--- src/rtl/pgwalk_pkg.sv ---
package pgwalk_pkg;
  localparam int VA_W      = 32;
  localparam int PA_W      = 36;
  localparam int ENT_W     = 32;
  localparam int ERR_W     = 10;
  localparam int PROT_W    = 3;
  localparam int REF_BIT   = 5;
  localparam int MOD_BIT   = 6;
  localparam int L1_OFF_W  = 24;
  localparam int L2_OFF_W  = 18;
  localparam int PG_OFF_W  = 12;
  localparam int ROM_OFF_W = 19;
  localparam logic [VA_W-1:0]  CTX_ALIGN_MASK = ~VA_W'(63);
  localparam logic [ENT_W-1:0] PTR_MASK       = ~ENT_W'(3);
  localparam logic [ENT_W-1:0] PPN_MASK       = 32'hFFFF_FF00;

  typedef enum logic [1:0] {
    ET_INVALID = 2'd0,
    ET_PTR     = 2'd1,
    ET_PAGE    = 2'd2,
    ET_RSVD    = 2'd3
  } entType_e;

  typedef enum logic [1:0] {
    AK_LOAD  = 2'd0,
    AK_STORE = 2'd1,
    AK_FETCH = 2'd2,
    AK_SPARE = 2'd3
  } accKind_e;

  typedef enum logic [1:0] {
    RES_NONE, RES_BYPASS, RES_LEAF, RES_ERR
  } resKind_e;

  // strobes from control to datapath
  typedef struct packed {
    logic       capture;
    logic       rdIssue;
    logic       wrIssue;
    logic       setBypass;
    logic       setLeaf;
    logic       setErr;
    logic       errTranslation;
    logic [1:0] lvl;
  } walkStrobe_t;
endpackage

--- src/rtl/pgwalk_ctrl.sv ---
module pgwalk_ctrl
  import pgwalk_pkg::*;
(
  input  logic        clk,
  input  logic        rstN,
  input  logic        reqValid,
  input  logic        xlatEn,
  input  logic [1:0]  rdType,
  input  logic        wbNeeded,
  input  logic        memRvalid,
  output walkStrobe_t strb,
  output logic        memReq,
  output logic        memWe,
  output logic        done
);
  typedef enum logic [2:0] {
    S_IDLE, S_CTX, S_L1, S_L2, S_L3, S_UPDATE, S_DONE
  } walkState_e;

  walkState_e stateQ, stateNxt, deeper;
  logic       rdPendQ, rdPendNxt;
  logic [1:0] curLvl;
  entType_e   et;

  assign et   = entType_e'(rdType);
  assign done = (stateQ == S_DONE);

  always_comb begin
    case (stateQ)
      S_L1:    curLvl = 2'd1;
      S_L2:    curLvl = 2'd2;
      S_L3:    curLvl = 2'd3;
      default: curLvl = 2'd0;
    endcase
  end

  always_comb begin
    case (stateQ)
      S_CTX:   deeper = S_L1;
      S_L1:    deeper = S_L2;
      default: deeper = S_L3;
    endcase
  end

  always_comb begin
    strb      = '0;
    strb.lvl  = curLvl;
    stateNxt  = stateQ;
    rdPendNxt = rdPendQ;
    memReq    = 1'b0;
    memWe     = 1'b0;
    case (stateQ)
      S_IDLE: begin
        if (reqValid) begin
          strb.capture = 1'b1;
          if (!xlatEn) begin
            strb.setBypass = 1'b1;
            stateNxt       = S_DONE;
          end else begin
            stateNxt = S_CTX;
          end
        end
      end
      S_CTX, S_L1, S_L2, S_L3: begin
        if (!rdPendQ) begin
          memReq       = 1'b1;
          strb.rdIssue = 1'b1;
          rdPendNxt    = 1'b1;
        end else if (memRvalid) begin
          rdPendNxt = 1'b0;
          case (et)
            ET_PTR: begin
              if (stateQ == S_L3) begin
                strb.setErr         = 1'b1;
                strb.errTranslation = 1'b1;
                stateNxt            = S_DONE;
              end else begin
                stateNxt = deeper;
              end
            end
            ET_PAGE: begin
              if (stateQ == S_CTX) begin
                strb.setErr         = 1'b1;
                strb.errTranslation = 1'b1;
                stateNxt            = S_DONE;
              end else begin
                strb.setLeaf = 1'b1;
                stateNxt     = wbNeeded ? S_UPDATE : S_DONE;
              end
            end
            ET_INVALID: begin
              strb.setErr = 1'b1;
              stateNxt    = S_DONE;
            end
            default: begin
              strb.setErr         = 1'b1;
              strb.errTranslation = 1'b1;
              stateNxt            = S_DONE;
            end
          endcase
        end
      end
      S_UPDATE: begin
        memReq       = 1'b1;
        memWe        = 1'b1;
        strb.wrIssue = 1'b1;
        stateNxt     = S_DONE;
      end
      default: stateNxt = S_IDLE;
    endcase
  end

  always_ff @(posedge clk or negedge rstN) begin
    if (!rstN) begin
      stateQ  <= S_IDLE;
      rdPendQ <= 1'b0;
    end else begin
      stateQ  <= stateNxt;
      rdPendQ <= rdPendNxt;
    end
  end
endmodule

--- src/rtl/pgwalk_dp.sv ---
module pgwalk_dp
  import pgwalk_pkg::*;
#(
  parameter int CTX_W = 8
)(
  input  logic              clk,
  input  logic              rstN,
  input  walkStrobe_t       strb,
  input  logic [VA_W-1:0]   reqVa,
  input  logic [1:0]        reqKind,
  input  logic [VA_W-1:0]   ctxTblPtr,
  input  logic [CTX_W-1:0]  ctxNum,
  input  logic              bootMode,
  input  logic [PA_W-1:0]   promBase,
  input  logic              memRvalid,
  input  logic [ENT_W-1:0]  memRdata,
  output logic [PA_W-1:0]   memAddr,
  output logic [ENT_W-1:0]  memWdata,
  output logic [1:0]        rdType,
  output logic              wbNeeded,
  output logic [ENT_W-1:0]  pte,
  output logic [PA_W-1:0]   paddr,
  output logic [ERR_W-1:0]  errCode,
  output logic [PROT_W-1:0] prot
);
  logic [VA_W-1:0]  vaQ, ptrQ;
  logic [1:0]       kindQ, leafLvlQ;
  logic [CTX_W-1:0] ctxQ;
  logic             bootQ;
  logic [PA_W-1:0]  promQ, walkAddrQ;
  logic [ENT_W-1:0] entryQ, updEntry;
  resKind_e         resQ;
  logic [ERR_W-1:0] errQ;

  logic [PA_W-1:0] ctxAddr, tblBase, idxOff, rdAddr, leafOff, leafPa, bypassPa;
  logic            isStore, bootFetch;

  assign isStore   = (accKind_e'(kindQ) == AK_STORE);
  assign bootFetch = bootQ && (accKind_e'(kindQ) == AK_FETCH);

  // read address for the level now being fetched
  assign ctxAddr = {ptrQ & CTX_ALIGN_MASK, 4'b0000} + PA_W'({ctxQ, 2'b00});
  assign tblBase = {entryQ & PTR_MASK, 4'b0000};

  always_comb begin
    case (strb.lvl)
      2'd1:    idxOff = PA_W'({vaQ[31:24], 2'b00});
      2'd2:    idxOff = PA_W'({vaQ[23:18], 2'b00});
      default: idxOff = PA_W'({vaQ[17:12], 2'b00});
    endcase
  end

  assign rdAddr   = (strb.lvl == 2'd0) ? ctxAddr : (tblBase + idxOff);
  assign memAddr  = strb.wrIssue ? walkAddrQ : rdAddr;

  // leaf update
  assign rdType   = memRdata[1:0];
  assign wbNeeded = !memRdata[REF_BIT] || (isStore && !memRdata[MOD_BIT]);
  assign updEntry = entryQ | (ENT_W'(1) << REF_BIT)
                  | (isStore ? (ENT_W'(1) << MOD_BIT) : '0);
  assign memWdata = updEntry;

  // results
  always_comb begin
    case (leafLvlQ)
      2'd1:    leafOff = PA_W'(vaQ[L1_OFF_W-1:0]);
      2'd2:    leafOff = PA_W'(vaQ[L2_OFF_W-1:0]);
      default: leafOff = PA_W'(vaQ[PG_OFF_W-1:0]);
    endcase
  end

  assign leafPa   = {entryQ & PPN_MASK, 4'b0000} + leafOff;
  assign bypassPa = bootFetch ? (promQ | PA_W'(vaQ[ROM_OFF_W-1:0])) : PA_W'(vaQ);

  always_comb begin
    pte     = '0;
    paddr   = '0;
    errCode = '0;
    prot    = '0;
    case (resQ)
      RES_BYPASS: begin
        paddr = bypassPa;
        prot  = bootFetch ? 3'b101 : 3'b111;
      end
      RES_LEAF: begin
        pte   = entryQ;
        paddr = leafPa;
      end
      RES_ERR: errCode = errQ;
      default: ;
    endcase
  end

  always_ff @(posedge clk or negedge rstN) begin
    if (!rstN) begin
      vaQ       <= '0;
      ptrQ      <= '0;
      kindQ     <= '0;
      ctxQ      <= '0;
      bootQ     <= 1'b0;
      promQ     <= '0;
      walkAddrQ <= '0;
      entryQ    <= '0;
      leafLvlQ  <= '0;
      errQ      <= '0;
      resQ      <= RES_NONE;
    end else begin
      if (strb.capture) begin
        vaQ   <= reqVa;
        ptrQ  <= ctxTblPtr;
        kindQ <= reqKind;
        ctxQ  <= ctxNum;
        bootQ <= bootMode;
        promQ <= promBase;
        resQ  <= RES_NONE;
      end
      if (strb.rdIssue) walkAddrQ <= rdAddr;
      if (memRvalid)         entryQ <= memRdata;
      else if (strb.wrIssue) entryQ <= updEntry;
      if (strb.setBypass) resQ <= RES_BYPASS;
      if (strb.setLeaf) begin
        resQ     <= RES_LEAF;
        leafLvlQ <= strb.lvl;
      end
      if (strb.setErr) begin
        resQ <= RES_ERR;
        errQ <= {strb.lvl, 3'b000, (strb.errTranslation ? 3'd4 : 3'd1), 2'b00};
      end
    end
  end
endmodule

--- src/rtl/pgwalk_top.sv ---
module pgwalk_top
  import pgwalk_pkg::*;
#(
  parameter int CTX_W = 8
)(
  input  logic              clk,
  input  logic              rstN,
  input  logic              reqValid,
  input  logic [VA_W-1:0]   reqVa,
  input  logic [1:0]        reqKind,
  input  logic [VA_W-1:0]   ctxTblPtr,
  input  logic [CTX_W-1:0]  ctxNum,
  input  logic              xlatEn,
  input  logic              bootMode,
  input  logic [PA_W-1:0]   promBase,
  output logic              memReq,
  output logic              memWe,
  output logic [PA_W-1:0]   memAddr,
  output logic [ENT_W-1:0]  memWdata,
  input  logic              memRvalid,
  input  logic [ENT_W-1:0]  memRdata,
  output logic              done,
  output logic [ENT_W-1:0]  pte,
  output logic [PA_W-1:0]   paddr,
  output logic [ERR_W-1:0]  errCode,
  output logic [PROT_W-1:0] prot
);
  walkStrobe_t strb;
  logic [1:0]  rdType;
  logic        wbNeeded;

  pgwalk_ctrl u_ctrl (
    .clk       (clk),
    .rstN      (rstN),
    .reqValid  (reqValid),
    .xlatEn    (xlatEn),
    .rdType    (rdType),
    .wbNeeded  (wbNeeded),
    .memRvalid (memRvalid),
    .strb      (strb),
    .memReq    (memReq),
    .memWe     (memWe),
    .done      (done)
  );

  pgwalk_dp #(.CTX_W(CTX_W)) u_dp (
    .clk       (clk),
    .rstN      (rstN),
    .strb      (strb),
    .reqVa     (reqVa),
    .reqKind   (reqKind),
    .ctxTblPtr (ctxTblPtr),
    .ctxNum    (ctxNum),
    .bootMode  (bootMode),
    .promBase  (promBase),
    .memRvalid (memRvalid),
    .memRdata  (memRdata),
    .memAddr   (memAddr),
    .memWdata  (memWdata),
    .rdType    (rdType),
    .wbNeeded  (wbNeeded),
    .pte       (pte),
    .paddr     (paddr),
    .errCode   (errCode),
    .prot      (prot)
  );
endmodule

--- config.mk ---
export PLATFORM = sky130hd
export DESIGN_NAME = pgwalk_top
export DESIGN_NICKNAME = d
export VERILOG_FILES = /design/src/rtl/pgwalk_pkg.sv /design/src/rtl/pgwalk_ctrl.sv /design/src/rtl/pgwalk_dp.sv /design/src/rtl/pgwalk_top.sv
export SDC_FILE = /design/constraint.sdc
export NUM_CORES = 1
export LEC_CHECK = 0
export BUFFER_PORTS_ARGS = -buffer_cell sky130_fd_sc_hd__buf_4
export CORE_UTILIZATION = 50
export DETAILED_ROUTE_END_ITERATION = 7
export PLACE_DENSITY = 0.83
export SYNTH_ARGS = -nofsm -noshare
export SYNTH_HDL_FRONTEND = slang
export SYNTH_SLANG_ARGS = --single-unit
--- constraint.sdc ---
create_clock -name clk -period 4.4 [get_ports clk]
set_clock_uncertainty 0.15 [all_clocks]
set_input_delay 0.44 -clock clk [delete_from_list [all_inputs] [get_ports clk]]
set_output_delay 0.44 -clock clk [all_outputs]
set_load 0.1 [all_outputs]
==> results.toml, run 1 <==
[run_status]
outcome = "finished with violations"
violations = "hold timing, setup timing"

[clock_tree]
clockBufferDepth = 2
cts.root.buffer_cell = "clkbuf_16"
ctsHoldBuffers = 0
cts_sinks = 183
cts_made_buffers = 17
htreeDepth = 4
clock_latency_ns = 0.43
clkTransAtPathRegs_ns = 0.08
cts_tree = "yes"

[finish]
final_common_cell = "buf_4"
final_cell_mix = "288 x buf_4, 181 x dfrtp_1, 143 x mux2_2, 95 x nand2_1, 73 x nor2_1"
nets = 1507
drive_gt1_share_pct = 42.7
antenna_cells = 0
fin_util_pct = 67.7
nFillCells = 1591
fin_cells = 1618
area_growth_syn_to_layout_pct = 31.2

[global_routing]
grt_pass1_vias = 9172
antenna_found_initial = 1
grt_pass1_wl_um = 50300
grt_max_degree = 122
grtUsageTotal_pct = 29.2
grt_overflow = 0

[logic_synthesis]
synth_area_um2 = 10900
syn_avg_cell_area_um2 = 10.0
syn_inst = 1090
ys_async_sr_fraction_pct = 100
synth_seq_area_share_pct = 41.8
yosysWarnings = 0
yosys.cell_types.count = 72
ys.flop_type = "dfrtp_1"
synth-edff-count = 0
yosys_register_bits = 183

[sta]
tns_ns = -0.139
final-hold-violation-count = 19
slew_violations = 0
worst_pin_slew_ns = 1.05
slew_headroom_pct = 30.3
finalSetupViolCount = 5
finalCriticalPeriod_ns = 4.46
clock.fmax_mhz = 224
holdWs_ns = -0.0498
fin_ws_ns = -0.0650
rsz0062_at_grt = "true"
finalCritPeriodShare_pct = 101

[die]
ios = 300
start_util_pct = 51.6
rows = 53
core_area_um2 = 21200
die_height_um = 150
die_x_um = 150
die_area_um2 = 22500

[hold_path]
min-delay-path-class = "in -> async"

[worst_setup_path]
crit_arrival_ns = 3.87
crit_fanout = 7
critPathKind = "reg -> out"
max_stage_delay_ns = 0.44
crit_chain = "buf_4, a22oi_2, ha_4, a22oi_1, o21ai_2, ha_2, inv_1, fa_2, nor2b_4, o21ai_4, a2111oi_4, xor2_1, mux2i_2, a21oi_4, buf_12"
cp-end-kind = "output port"
start_kind = "flop"
cpMaxStageDelayCell = "dfrtp_2"
critPathRequiredTime_ns = 3.81

[placed_design]
gp_congestion = 0.915
place_ws_ns = -0.00394
io_buffers = 284
hpwl_um = 23800
dp_cells = 1576

[route]
wire_per_inst_um = 20.2
drc = 0
vias_per_cell = 5.79
dr.first_iter.drc_count = 675
drt-total-wl_um = 32700
first_pass_iters = 5
vias = 9371
ant_nets = 0

[flow_run]
max_cap_violations = 0
stage by stage:
stage	cell area (um^2)	hold slack, ns
final	14400	-0.0498
after global placement	13300	0.303
after CTS	14000	0.0416
after detailed placement	13300	0.317
after floorplan	11200	-0.00559
after global routing	14400	0.0700
cells in the mapped netlist (25+ instances only):
master | number | area, um^2
a21oi_1 | 54 | 270
a22oi_1 | 29 | 218
and2_1 | 56 | 350
buf_2 | 25 | 125
buf_4 | 41 | 308
clkbuf_1 | 30 | 113
dfrtp_1 | 183 | 4580
ha_1 | 27 | 338
mux2_2 | 143 | 1610
nand2_1 | 95 | 357
nor2_1 | 78 | 293
o21ai_0 | 59 | 295
xor2_1 | 26 | 228
state kept, by name, summed over array words and instances, names as in the netlist:
register / flops
u_dp.leafLvlQ: 2
u_dp.bootQ: 1
u_dp.vaQ: 32
u_dp.walkAddrQ: 34
u_ctrl.rdPendQ: 1
u_dp.entryQ: 32
u_dp.kindQ: 2
u_ctrl.stateQ: 3
u_dp.errQ: 4
u_dp.promQ: 36
u_dp.ctxQ: 8
u_dp.ptrQ: 26
u_dp.resQ: 2
area by class of cell:
| type | instances | area, um^2 | area share, % |
|---|---|---|---|
| Clock buffer | 19 | 433 | 3.01 |
| Clock inverter | 13 | 139 | 0.967 |
| Inverter | 19 | 71.3 | 0.497 |
| Multi-Input combinational cell | 786 | 6030 | 42.0 |
| Sequential cell | 183 | 4580 | 31.9 |
| Tap cell | 275 | 344 | 2.40 |
| Timing Repair Buffer | 323 | 2760 | 19.2 |
final timing paths:
path | start | to | slack (ns) | depth (start not counted)
worst max-delay path | u_ctrl.stateQ[1] | memAddr[32] | -0.06 | 15
worst min-delay path | rstN | u_dp.walkAddrQ[17] | -0.05 | 1
worst max register to register | u_ctrl.stateQ[1] | u_dp.walkAddrQ[18] | 0.92 | 16
worst min register to register | u_dp.errQ[2] | u_dp.errQ[2] | 0.33 | 1
max in group asynchronous | rstN | u_dp.ptrQ[19] | 3.11 | 2
min in group clk | memRdata[5] | u_dp.entryQ[5] | 0.08 | 3
critical path, delay by kind of cell (launching register included):
kind                     cells  cell delay, ns
AO/OA/AOI/OAI                6            1.23
XOR/XNOR                     1            0.28
adder cells (fa/ha/maj)      3            0.78
buffers and inverters        3            0.40
flip-flops                   1            0.44
multiplexers                 1            0.15
AND/OR/NAND/NOR              1            0.16
timing repair:
item	in CTS	in global routing
resized for setup	30	81
endpoints found under the hold margin	0	0
setup endpoints to repair	20	34
pin swaps	13	17
setup buffers	8	3
logic make-up after synthesis:
group / count (synthesis) / share of synthesized area, %
AND/OR/NAND/NOR: 312 / 14.2
AO/OA/AOI/OAI: 230 / 13.8
buffers and inverters: 128 / 6.64
XOR/XNOR: 44 / 3.52
other: 2 / 0.0686
flip-flops: 183 / 41.8
adder cells (fa/ha/maj): 29 / 3.45
multiplexers: 162 / 16.4
metal layers:
layer | part of all wire [%] | vias up | global-route usage, %
met4 | 2.3 | 0 | 8.59
met3 | 6.9 | 60 | 6.40
met1 | 41 | 4660 | 38.6
li1 | - | 4274 | -
met5 | 0 | - | 0
met2 | 50 | 377 | 48.0
Power of run 1 is not shown: default switching activity piles up to over one toggle a cycle in this logic, so the estimate is an artifact.
==> run 2, diff against run 1 <==
--- a/config.mk
+++ b/config.mk
@@ -6,9 +6,9 @@
 export NUM_CORES = 1
 export LEC_CHECK = 0
 export BUFFER_PORTS_ARGS = -buffer_cell sky130_fd_sc_hd__buf_4
-export CORE_UTILIZATION = 50
+export CORE_UTILIZATION = 42
 export DETAILED_ROUTE_END_ITERATION = 7
-export PLACE_DENSITY = 0.83
+export PLACE_DENSITY = 0.72
 export SYNTH_ARGS = -nofsm -noshare
 export SYNTH_HDL_FRONTEND = slang
 export SYNTH_SLANG_ARGS = --single-unit
==> run 2 against run 1 <==
The flow finishes with violations (hold timing). Flip-flop and latch count unchanged. Register-to-register slack better by 0.08 ns. Utilization down 11 points. Final cell count up 2.8%. Wire length up 0.62%. Sequential share of layout area down 0.075 points. Count of clock-buffer cells in the layout down 2. Highest routed layer unchanged. Critical path depth unchanged. Setup slack better by 0.12 ns. Global-route usage down 4.7 points.
==> results.toml, run 2 (synthesized netlist as in run 1, its figures left out) <==
[clock_tree]
cts.root.buffer_cell = "clkbuf_16"
cts_tree = "yes"
clkTransAtPathRegs_ns = 0.08
cts_sinks = 183
cts_made_buffers = 17
clock_latency_ns = 0.45
clockBufferDepth = 2
ctsHoldBuffers = 0
htreeDepth = 4

[route]
dr.first_iter.drc_count = 798
ant_nets = 0
drc = 0
wire_per_inst_um = 19.8
first_pass_iters = 5
drt-total-wl_um = 32900
vias = 9115
vias_per_cell = 5.48

[sta]
clock.fmax_mhz = 230
worst_pin_slew_ns = 1.05
tns_ns = 0
finalCritPeriodShare_pct = 98.7
slew_headroom_pct = 29.8
finalCriticalPeriod_ns = 4.34
finalSetupViolCount = 0
final-hold-violation-count = 6
rsz0062_at_grt = "true"
slew_violations = 0
holdWs_ns = -0.0178

[die]
die_area_um2 = 26700
core_area_um2 = 25400
ios = 300
die_x_um = 163
rows = 58
die_height_um = 163
start_util_pct = 43.1

[flow_run]
max_cap_violations = 0

[worst_setup_path]
cp-end-kind = "output port"
crit_arrival_ns = 3.75
start_kind = "flop"
critPathRequiredTime_ns = 3.81
critPathKind = "reg -> out"
crit_fanout = 5

[placed_design]
hpwl_um = 23700
gp_congestion = 0.891
io_buffers = 284

[finish]
largestRegisters = "u_dp.promQ: 36 flops, u_dp.walkAddrQ: 34 flops"
area_growth_syn_to_layout_pct = 31.5
final_cell_mix = "285 x buf_4, 182 x dfrtp_1, 141 x mux2_2, 95 x nand2_1, 75 x nor2_1"
largest_reg_flops = 36
final_common_cell = "buf_4"
nets = 1497
drive_gt1_share_pct = 42.8
nFillCells = 2194
antenna_cells = 0
regMostFlops = "u_dp.promQ"

[global_routing]
grt_max_degree = 124
grt_overflow = 0
grt_pass1_wl_um = 50000
antenna_found_initial = 0
grt_pass1_vias = 8809
grtUsageTotal_pct = 24.5

[run_status]
outcome = "finished with violations"
violations = "hold timing"

[hold_path]
min-delay-path-class = "in -> async"
-- run 2: changes by cell type in the layout (fill, tap and decap cells not counted), sizes merged --
cell,delta
inv,+3
clkbuf,-2
buf,-10
clkinvlp,-1
-- run 2: timing repair --
| action | in CTS | in global routing |
|---|---|---|
| gates resized for setup | 41 | 64 |
| setup endpoints to repair | 21 | 38 |
| setup buffers | 1 | 3 |
| pin swaps | 7 | 25 |
-- run 2: worst max-delay path, stage by stage, from the launching register on --
cell and delay, ns:
dfrtp_1 0.44, buf_4 0.17, a22oi_2 0.24, ha_4 0.21, a22oi_2 0.06, o21ai_2 0.15
ha_2 0.21, inv_2 0.04, fa_2 0.37, nor2b_4 0.15, o21ai_4 0.13, a2111oi_4 0.38
xor2_1 0.21, mux2i_1 0.15, o21ai_4 0.21, buf_12 0.20
-- run 2: through the flow --
stage	worst slack (ns)	util, %	instance area [um^2]	cells	hold WS [ns]
5_1_grt	-0.103	56.7	14400	1663	0.0533
4_1_cts	-0.0134	55.6	14100	1660	0.0400
2_1_floorplan	-0.00330	-	11200	1097	-0.00559
3_5_place_dp	0.0226	52.4	13300	1627	0.311
3_3_place_gp	0.0942	52.4	13300	1627	0.303
6_report	0.0557	56.7	14400	1663	-0.0178
-- run 2: final timing paths --
path / startpoint / endpoint / slack [ns] / cells after the start
min reg2reg: u_dp.errQ[2] / u_dp.errQ[2] / 0.33 / 1
min: rstN / u_dp.ptrQ[13] / -0.02 / 1
max reg2reg: u_ctrl.stateQ[1] / u_dp.walkAddrQ[28] / 1.00 / 14
max in group asynchronous: rstN / u_ctrl.stateQ[2] / 3.17 / 2
max: u_ctrl.stateQ[1] / memAddr[28] / 0.06 / 15
min in group clk: memRdata[3] / u_dp.entryQ[3] / 0.05 / 3
-- run 2: layer usage --
layer  GRT usage, %  vias up  part of all wire (%)
met4           7.15        0                   1.3
met3           3.30       31                   5.7
met1           34.7     4481                    45
met2           38.9      344                    48
li1               -     4259                     -
met5              0        -                     0
-- run 2: layout make-up --
type	count	area (um^2)	share of cell area, %
multi-input combinational	786	6100	42.4
sequential	183	4580	31.8
timing repair buffer	313	2610	18.1
clock buffer	17	425	2.96
tap	330	413	2.87
clock inverter	15	203	1.41
inverter	19	71.3	0.495
Power of run 2 is left out for the same reason.
==> run 3, diff against run 2 <==
--- a/config.mk
+++ b/config.mk
@@ -11,4 +11,5 @@
 export PLACE_DENSITY = 0.72
 export SYNTH_ARGS = -nofsm -noshare
 export SYNTH_HDL_FRONTEND = slang
+export SYNTH_HIERARCHICAL = 1
 export SYNTH_SLANG_ARGS = --single-unit
==> run 3 against run 2 <==
The run ends with setup timing left. Final cell count is 3.1% higher. Global-route usage increased by 0.83 points. Design area is 2.9% higher. Synthesized cell count increased by 3.6%. Sequential share of layout area down 0.90 points. Largest cell class unchanged. Fmax is 2.2% lower. Highest routed layer is now met5. First-iteration DRC count fell by 14%. Setup slack got worse by 0.098 ns. Critical path depth rose by 2.
==> results.toml, run 3 <==
[logic_synthesis]
synthTopCellsByArea = "dfrtp_1 41%, mux2_2 14%, mux2i_1 4.1%, and2_1 3.0%, ha_1 3.0%"
yosysWarnings = 6
synth_top_cell_area_share_pct = 41.0
synth-edff-count = 0
ys_async_sr_fraction_pct = 100
yosysTopAreaCell = "dfrtp_1"
synth_seq_area_share_pct = 41.0
syn_inst = 1129
yosys_register_bits = 183
synth.most_common_cell = "dfrtp_1"
ys.flop_type = "dfrtp_1"
synth_area_um2 = 11200
synthTopCellsByCount = "183 x dfrtp_1, 143 x mux2_2, 84 x nand2_1, 65 x nor2_1"
syn_avg_cell_area_um2 = 9.89
yosys.cell_types.count = 72

[global_routing]
antenna_found_initial = 3
grtUsageTotal_pct = 25.3
grt_overflow = 0
grt_pass1_vias = 9212
grt_max_degree = 109
grt_pass1_wl_um = 51700

[hold_path]
min_from = "reqKind[1]"
holdPathEnd = "u_dp/kindQ[1]"
min-delay-path-class = "in -> reg"
hold_depth = 3

[sta]
finalCritPeriodShare_pct = 101
slew_violations = 0
final-hold-violation-count = 0
fin_ws_ns = -0.0424
clock.fmax_mhz = 225
finalCriticalPeriod_ns = 4.44
slew_headroom_pct = 23.0
finalSetupViolCount = 5
holdWs_ns = 0.0609
tns_ns = -0.116
rsz0062_at_grt = "true"
worst_pin_slew_ns = 1.15

[worst_setup_path]
cp-end-kind = "output port"
start_kind = "flop"
crit_buf_inv = 4
r2r_end = "u_dp/walkAddrQ[26]"
max_stage_delay_ns = 0.47
cpMaxStageDelayCell = "dfrtp_2"
crit_chain = "xnor2_2, nor2_2, inv_2, ha_4, nor2_2, a21oi_2, ha_2, inv_2, fa_2, nor2b_1, o21a_2, buf_12, o2111ai_4, o21a_1, o31ai_4, o21ai_4, buf_12"
cpLargestDelayFamily = "compound AO/OA/AOI/OAI gates"
worstRegToRegCells = 17
crit_arrival_ns = 3.85
worstReg2RegStart = "u_ctrl/stateQ[2]"
crit_fanout = 5
critPathKind = "reg -> out"
critPathRequiredTime_ns = 3.81
r2r_slack_ns = 0.77

[flow_run]
max_cap_violations = 0

[clock_tree]
clockBufferDepth = 2
cts_tree = "yes"
cts_made_buffers = 17
htreeDepth = 4
cts_sinks = 183
cts.root.buffer_cell = "clkbuf_16"
clock_latency_ns = 0.43
clkTransAtPathRegs_ns = 0.08

[route]
drc = 0
vias = 9440
dr.first_iter.drc_count = 688
ant_nets = 0
vias_per_cell = 5.50
drt-total-wl_um = 34700
first_pass_iters = 6
wire_per_inst_um = 20.2

[placed_design]
hpwl_um = 24700
gp_congestion = 0.956
io_buffers = 284
dp_cells = 1665

[die]
die_x_um = 165
ios = 300
die_area_um2 = 27200
start_util_pct = 42.9
die_height_um = 165
rows = 59
core_area_um2 = 26100

[finish]
nets = 1542
regMostFlops = "u_dp/promQ"
final_common_cell = "buf_4"
fin_cells = 1715
area_growth_syn_to_layout_pct = 32.7
largest_reg_flops = 36
largestRegisters = "u_dp/promQ: 36 flops, u_dp/walkAddrQ: 34 flops"
final_cell_mix = "306 x buf_4, 181 x dfrtp_1, 143 x mux2_2, 83 x nand2_1, 60 x nor2_1"
drive_gt1_share_pct = 43.7

[run_status]
outcome = "finished with violations"
violations = "setup timing"
-- run 3: worst max-delay path by stage --
stage	from	end	slack, ns	depth (start not counted)
after detailed placement	u_ctrl/stateQ[2]	memAddr[24]	0.04	16
after floorplan	u_dp/leafLvlQ[0]	paddr[30]	-0.59	13
after CTS	u_ctrl/stateQ[2]	memAddr[32]	-0.1	16
final	u_ctrl/stateQ[2]	memAddr[32]	-0.04	17
after global placement	u_ctrl/stateQ[0]	memAddr[24]	0.14	16
after global routing	u_ctrl/stateQ[0]	memAddr[20]	-0.19	17
-- run 3: cell type report --
cell class	instances	area, um^2
multi-input cells	780	6300
fillers	2238	11200
clock buffers	17	425
well taps	335	419
inverters	52	195
flip-flops and latches	183	4580
diodes	2	5.00
clock inverters	15	181
repair buffers	331	2710
-- run 3: repair_timing --
| item | in CTS | in global routing |
|---|---|---|
| gates cloned | 1 | 1 |
| resized for setup | 55 | 54 |
| buffers inserted | 5 | 8 |
| pin swaps | 8 | 24 |
| hold endpoints to repair | 75 | 0 |
| setup endpoints to repair | 30 | 31 |
| hold buffers | 1 | 0 |
-- run 3: tightest hold or removal path, cell delays in order --
cell and delay [ns]:
buf_4 0.08, nand2_1 0.04, o21ai_0 0.05
-- run 3: kinds of logic (layout without fill, tap and decap cells) --
group	after synthesis	after routing	share of synthesized area, %
AND/OR/NAND/NOR	318	318	14.5
AO/OA/AOI/OAI	204	205	12.4
multiplexers	189	189	18.5
flip-flops	183	183	41.0
buffers and inverters	174	415	7.72
XOR/XNOR	30	30	2.42
adder cells (fa/ha/maj)	29	29	3.38
other	2	11	0.0672
-- run 3: stage by stage --
step / cell area (um^2) / utilization (%) / setup WS (ns)
finish: 14800 / 56.9 / -0.0424
detailed placement: 13500 / 52.0 / 0.0354
floorplan: 11400 / - / -0.593
global route: 14800 / 56.8 / -0.193
global placement: 13500 / 52.0 / 0.141
CTS: 14500 / 55.5 / -0.0978
-- run 3: routing by layer --
layer,vias to the layer above,track usage [%],wire [um]
li1,4404,-,-
met5,-,0,17
met1,4618,32.8,14700
met2,358,41.0,16500
met4,2,9.30,973
met3,58,6.02,2470
Power of run 3 is left out for the same reason.
